**src/rtl/loopgen_pkg.sv**
```systemverilog
// Package: shared types and helpers for the loop code generator.
// Assumes the control byte is at least 2 bits wide so the length field fits.
package loopgen_pkg;

    // Length select encoding, written into the top two control bits.
    typedef enum logic [1:0] {
        LEN_FIVE  = 2'b00,
        LEN_SIX   = 2'b01,
        LEN_SEVEN = 2'b10,
        LEN_FULL  = 2'b11
    } len_sel_e;

    localparam int LEN_SEL_W = 2;

    // Period in bits for a length select; full_len is the width of the whole pattern.
    function automatic int unsigned period_of(len_sel_e sel, int unsigned full_len);
        int unsigned p;
        case (sel)
            LEN_FIVE:  p = 5;
            LEN_SIX:   p = 6;
            LEN_SEVEN: p = 7;
            default:   p = full_len;
        endcase
        return p;
    endfunction

endpackage

```
**src/rtl/loopgen_regs.sv**
```systemverilog
// Module: loopgen_regs
// Holds the code bytes, the length select and the enable. Writes land on the
// clock edge where wr_en is high. Code bytes are packed MSB-first into one
// pattern word, so byte 0 occupies the top bits.
// Assumes ADDR_W is wide enough for NUM_CODES + 2 addresses.
module loopgen_regs
    import loopgen_pkg::*;
#(
    parameter int CODE_W    = 8,
    parameter int NUM_CODES = 2,
    parameter int ADDR_W    = 2,
    localparam int PAT_W    = CODE_W * NUM_CODES
) (
    input  logic              clk,
    input  logic              rst_n,
    input  logic              wr_en,
    input  logic [ADDR_W-1:0] wr_addr,
    input  logic [CODE_W-1:0] wr_data,
    output logic [PAT_W-1:0]  live_pattern,
    output len_sel_e          live_len,
    output logic              gen_en
);

    localparam logic [ADDR_W-1:0] ADDR_CTRL = ADDR_W'(NUM_CODES);
    localparam logic [ADDR_W-1:0] ADDR_ENA  = ADDR_W'(NUM_CODES + 1);

    // One storage byte per code register, placed MSB-first in the pattern.
    for (genvar gi = 0; gi < NUM_CODES; gi++) begin : g_code
        localparam logic [ADDR_W-1:0] MY_ADDR = ADDR_W'(gi);
        logic [CODE_W-1:0] code_q;

        // Capture this code byte when addressed.
        always_ff @(posedge clk) begin
            if (!rst_n) begin
                code_q <= '0;
            end else if (wr_en && (wr_addr == MY_ADDR)) begin
                code_q <= wr_data;
            end
        end

        assign live_pattern[PAT_W-1-gi*CODE_W -: CODE_W] = code_q;
    end

    // Capture the length select from the top bits of the control byte.
    always_ff @(posedge clk) begin
        if (!rst_n) begin
            live_len <= LEN_FIVE;
        end else if (wr_en && (wr_addr == ADDR_CTRL)) begin
            live_len <= len_sel_e'(wr_data[CODE_W-1 -: LEN_SEL_W]);
        end
    end

    // Capture the enable from bit 0 of the enable byte.
    always_ff @(posedge clk) begin
        if (!rst_n) begin
            gen_en <= 1'b0;
        end else if (wr_en && (wr_addr == ADDR_ENA)) begin
            gen_en <= wr_data[0];
        end
    end

endmodule

```
**src/rtl/loopgen_seq.sv**
```systemverilog
// Module: loopgen_seq
// Walks a bit position through the pattern, one step per line_ce. At position
// 0 it samples the live code and length into a shadow copy. The rest of the
// pattern is then taken from that copy, so writes only act at a pattern start.
// Assumes the period never exceeds PAT_W.
module loopgen_seq
    import loopgen_pkg::*;
#(
    parameter int CODE_W    = 8,
    parameter int NUM_CODES = 2,
    localparam int PAT_W    = CODE_W * NUM_CODES,
    localparam int CNT_W    = $clog2(PAT_W)
) (
    input  logic             clk,
    input  logic             rst_n,
    input  logic             line_ce,
    input  logic             gen_en,
    input  logic [PAT_W-1:0] live_pattern,
    input  len_sel_e         live_len,
    output logic [CNT_W-1:0] pos_q,
    output logic [PAT_W-1:0] shadow_pat,
    output len_sel_e         shadow_len,
    output logic             pat_bit
);

    logic             at_start;
    logic [PAT_W-1:0] cur_pat;
    len_sel_e         cur_len;
    logic [CNT_W:0]   cur_period;
    logic             at_last;

    // Select the live or the held pattern and find the bit for this position.
    always_comb begin
        at_start   = (pos_q == '0);
        cur_pat    = at_start ? live_pattern : shadow_pat;
        cur_len    = at_start ? live_len : shadow_len;
        cur_period = (CNT_W+1)'(period_of(cur_len, PAT_W));
        at_last    = ({1'b0, pos_q} == (cur_period - 1'b1));
        pat_bit    = cur_pat[CNT_W'(PAT_W-1) - pos_q];
    end

    // Advance the position and refresh the shadow copy at each pattern start.
    always_ff @(posedge clk) begin
        if (!rst_n) begin
            pos_q      <= '0;
            shadow_pat <= '0;
            shadow_len <= LEN_FIVE;
        end else if (!gen_en) begin
            pos_q <= '0;
        end else if (line_ce) begin
            if (at_start) begin
                shadow_pat <= live_pattern;
                shadow_len <= live_len;
            end
            pos_q <= at_last ? '0 : pos_q + 1'b1;
        end
    end

endmodule

```
**src/rtl/loopgen_out.sv**
```systemverilog
// Module: loopgen_out
// Output register. On each line_ce it loads the pattern bit while the
// generator is enabled, and the normal data bit otherwise.
module loopgen_out (
    input  logic clk,
    input  logic rst_n,
    input  logic line_ce,
    input  logic gen_en,
    input  logic pat_bit,
    input  logic tx_data,
    output logic tx_bit
);

    // Register the selected line bit once per line strobe.
    always_ff @(posedge clk) begin
        if (!rst_n) begin
            tx_bit <= 1'b0;
        end else if (line_ce) begin
            tx_bit <= gen_en ? pat_bit : tx_data;
        end
    end

endmodule

```
**src/rtl/loopgen_top.sv**
```systemverilog
// Module: loopgen_top
// Repeating loop code generator: register file, pattern sequencer and line
// output register. Assumes a write and a line strobe may share a cycle; the
// sequencer then sees the old register values for that strobe.
module loopgen_top
    import loopgen_pkg::*;
#(
    parameter int CODE_W    = 8,
    parameter int NUM_CODES = 2,
    parameter int ADDR_W    = 2,
    localparam int PAT_W    = CODE_W * NUM_CODES,
    localparam int CNT_W    = $clog2(PAT_W)
) (
    input  logic              clk,
    input  logic              rst_n,
    input  logic              line_ce,
    input  logic              tx_data,
    input  logic              wr_en,
    input  logic [ADDR_W-1:0] wr_addr,
    input  logic [CODE_W-1:0] wr_data,
    output logic              tx_bit
);

    logic [PAT_W-1:0] live_pattern;
    len_sel_e         live_len;
    logic             gen_en;
    logic [CNT_W-1:0] pos_q;
    logic [PAT_W-1:0] shadow_pat;
    len_sel_e         shadow_len;
    logic             pat_bit;

    loopgen_regs #(
        .CODE_W   (CODE_W),
        .NUM_CODES(NUM_CODES),
        .ADDR_W   (ADDR_W)
    ) u_regs (
        .clk         (clk),
        .rst_n       (rst_n),
        .wr_en       (wr_en),
        .wr_addr     (wr_addr),
        .wr_data     (wr_data),
        .live_pattern(live_pattern),
        .live_len    (live_len),
        .gen_en      (gen_en)
    );

    loopgen_seq #(
        .CODE_W   (CODE_W),
        .NUM_CODES(NUM_CODES)
    ) u_seq (
        .clk         (clk),
        .rst_n       (rst_n),
        .line_ce     (line_ce),
        .gen_en      (gen_en),
        .live_pattern(live_pattern),
        .live_len    (live_len),
        .pos_q       (pos_q),
        .shadow_pat  (shadow_pat),
        .shadow_len  (shadow_len),
        .pat_bit     (pat_bit)
    );

    loopgen_out u_out (
        .clk    (clk),
        .rst_n  (rst_n),
        .line_ce(line_ce),
        .gen_en (gen_en),
        .pat_bit(pat_bit),
        .tx_data(tx_data),
        .tx_bit (tx_bit)
    );

endmodule

```
**config.mk**
```make
export PLATFORM = sky130hd
export DESIGN_NAME = loopgen_top
export DESIGN_NICKNAME = d
export VERILOG_FILES = /design/src/rtl/loopgen_pkg.sv /design/src/rtl/loopgen_regs.sv /design/src/rtl/loopgen_seq.sv /design/src/rtl/loopgen_out.sv /design/src/rtl/loopgen_top.sv
export SDC_FILE = /design/constraint.sdc
export NUM_CORES = 1
export LEC_CHECK = 0
export CORE_ASPECT_RATIO = 1.2
export CORE_UTILIZATION = 50
export DETAILED_ROUTE_END_ITERATION = 10
export DONT_BUFFER_PORTS = 1
export PLACE_DENSITY = 0.72
export SLEW_MARGIN = 25
export SYNTH_ARGS = -nofsm -noshare
export SYNTH_HDL_FRONTEND = slang
export SYNTH_SLANG_ARGS = --single-unit
```
**constraint.sdc**
```tcl
create_clock -name clk -period 2.5 [get_ports clk]
set_input_delay 0.375 -clock clk [delete_from_list [all_inputs] [get_ports clk]]
set_output_delay 0.375 -clock clk [all_outputs]
set_load 0.05 [all_outputs]
```
==> results.sh <==
export IMPL_p_int_mw=0.939
export IMPL_drtPass1Iterations=4
export IMPL_fillCellCount=366
export IMPL_drc=0
export IMPL_htree_levels=2
export IMPL_worstPathMaxFanout=5
export IMPL_place_ws_ns=0.438
export IMPL_coreArea_um2=3940
export IMPL_cp_start_kind="flop"
export IMPL_max_slew_margin_rel=0.559
export IMPL_ys_types=42
export IMPL_antenna_found_initial=0
export IMPL_hold_class="in2reg"
export IMPL_total_leakage_power_nw=0.802
export IMPL_setup_tns_ns=0
export IMPL_seqPwrFrac=0.576
export IMPL_track_usage=0.212
export IMPL_synth_top_cell_area_share=0.409
export IMPL_clock_sinks=42
export IMPL_synth_nets=220
export IMPL_avgSynthCellArea_um2=10.1
export IMPL_cp_end_kind="flop"
export IMPL_initial_core_util=0.522
export IMPL_cts_root_buffer="clkbuf_8"
export IMPL_hold_viol=0
export IMPL_max_freq_mhz=469
export IMPL_fin_nets=219
export IMPL_synthTopCellsByCount="42 x dfxtp_1, 42 x mux2i_1, 38 x nor2b_1, 7 x clkbuf_1"
export IMPL_dieArea_um2=4380
export IMPL_ys_ff_latch=42
export IMPL_place_congestion=0.902
export IMPL_fin_skew_ns=0.00377
export IMPL_routed_wl_um=4020
export IMPL_path_clk_slew_ns=0.08
export IMPL_port_buffer_count=0
export IMPL_crit_arrival_ns=2.32
export IMPL_drtIter0Drc=60
export IMPL_die_y_um=72.3
export IMPL_synthesis_area_um2=2060
export IMPL_drv_cap=0
export IMPL_grt_pass1_vias=1454
export IMPL_crit_required_ns=2.69
export IMPL_worstSkewPairLatency_ns=0.29
export IMPL_multiInputGateArea_um2=1130
export IMPL_wl_per_cell_um=15.6
export IMPL_seq_area_frac_synth=0.409
export IMPL_synthesis_yosys_warnings=0
export IMPL_grt_overflow=0
export IMPL_async_flop_share=0
export IMPL_cellPowerDensity_nw_per_um2=548
export IMPL_vias_per_cell=5.58
export IMPL_switching_share=0.219
export IMPL_synth_edf_count=0
export IMPL_cts_setup_buffers=0
export IMPL_synth_area_leader_cell="dfxtp_1"
export IMPL_rsz0062_at_grt="false"
export IMPL_p_switching_mw=0.263
export IMPL_antenna_cells=0
export IMPL_slew_violations=0
export IMPL_final_util=0.557
export IMPL_chipWidth_um=60.6
export IMPL_grt_first_pass_wirelength_um=6800
export IMPL_ant_nets=0
export IMPL_hpwl_um=2830
export IMPL_syn2layout_area_growth_pct=6.69
export IMPL_post_cts_resized=0
export IMPL_p_clk_frac=0.373
export IMPL_r2r_slack_ns=0.37
export IMPL_worstMarginPinSlew_ns=0.660
export IMPL_postCtsHoldBufs=0
export IMPL_period_needed_ns=2.13
export IMPL_cts_tree="done"
export IMPL_cts_buffers=5
export IMPL_num_rows=25
export IMPL_synthFlopType="dfxtp_1"
export IMPL_comb_power_share=0.051
export IMPL_criticalPathCategory="reg2reg"
export IMPL_vdd_drop_max_uv=337
export IMPL_vias=1434
export IMPL_setup_viol=0
export IMPL_status="complete, no violations"
export IMPL_fin_ws_ns=0.368
export IMPL_clk_path_buf_depth=2
export IMPL_yosys_top_cells_area="dfxtp_1 41%, mux2i_1 20%, nor2b_1 12%"
export IMPL_drive_gt1_frac=0.103
export IMPL_syn_inst=203
export IMPL_ios=16
export IMPL_seq_area_um2=841
export IMPL_period_share=0.853
export IMPL_grt_max_degree=42
==> worst paths after layout <==
kind,from,to,cells after the start
min,rst_n,u_regs.g_code[1].code_q[2],1
min reg2reg,u_seq.shadow_pat[14],u_seq.shadow_pat[14],2
max reg2reg,u_seq.pos_q[1],u_out.tx_bit,7
max,u_seq.pos_q[1],u_out.tx_bit,7
==> metal layers <==
layer	share of wire	global-route usage	vias to the layer above
met2	0.47	0.322	34
met1	0.46	0.268	673
met5	0	0	-
met4	0.033	0.121	0
li1	-	-	715
met3	0.041	0.0535	12
==> cell families (layout without fill, tap and decap cells) <==
group | count (synthesis) | after routing | synth area share
xor+xnor | 2 | 2 | 0.00852
simple gates | 74 | 74 | 0.221
flops | 42 | 42 | 0.409
compound gates | 20 | 20 | 0.0742
mux | 46 | 46 | 0.234
buf+inv | 17 | 17 | 0.0420
fa+ha+maj | 2 | 2 | 0.0122
==> registers in the layout, summed over array words and instances, names as in the netlist <==
register	flops
u_out.tx_bit	1
u_seq.shadow_pat	16
u_regs.live_len	2
u_seq.pos_q	4
u_seq.shadow_len	2
u_regs.gen_en	1
u_regs.g_code.code_q	16
==> power groups by stage <==
stage	Sequential, mW	Clock (mW)	Combinational, mW
detailed placement	0.709	0	0.0616
finish	0.693	0.449	0.0612
floorplan	0.705	0	0.0602
CTS	0.693	0.461	0.0618
global placement	0.709	0	0.0601
global route	0.694	0.487	0.0670
==> layout by cell type (no fill, tap or decap), drive strengths merged <==
cell	n
a211o	1
buf	6
nand2	4
o21ai	3
and3	3
nor2b	38
a2111oi	1
nor2	5
nand3	3
nand4	2
nor4b	1
nor3b	3
nand2b	4
nand3b	3
inv	3
mux4	1
a311oi	1
nor3	3
clkinv	1
o32ai	1
clkinvlp	1
nor4	3
mux2	3
clkbuf	6
mux2i	42
o211ai	1
xor2	1
a21boi	1
ha	2
o311ai	1
a21oi	5
xnor2	1
and2	2
a41o	2
dfxtp	42
o41ai	2
o22a	1
==> layout make-up <==
class | instances | share of cell area
multi-input combinational | 144 | 0.517
clock inverter | 2 | 0.00570
inverter | 3 | 0.00513
clock buffer | 6 | 0.0376
timing repair buffer | 6 | 0.0205
sequential | 42 | 0.383
tap | 54 | 0.0308
==> stage by stage <==
stage	hold WS [ns]	power (mW)	area [µm²]	cells
after floorplan	0.474	0.765	2060	203
after global placement	0.499	0.769	2100	249
after detailed placement	0.503	0.770	2100	249
after CTS	0.204	1.22	2190	257
after global routing	0.198	1.25	2190	257
final	0.218	1.20	2190	257
==> critical path, stage by stage, from the launching register on <==
cell     delay [ns]
dfxtp_1        0.31
inv_1          0.09
ha_1           0.25
nor2b_1        0.34
mux2_2         0.38
nor4_1         0.26
o41ai_2        0.13
a41o_1         0.26
(Power assumes the default switching activity.)
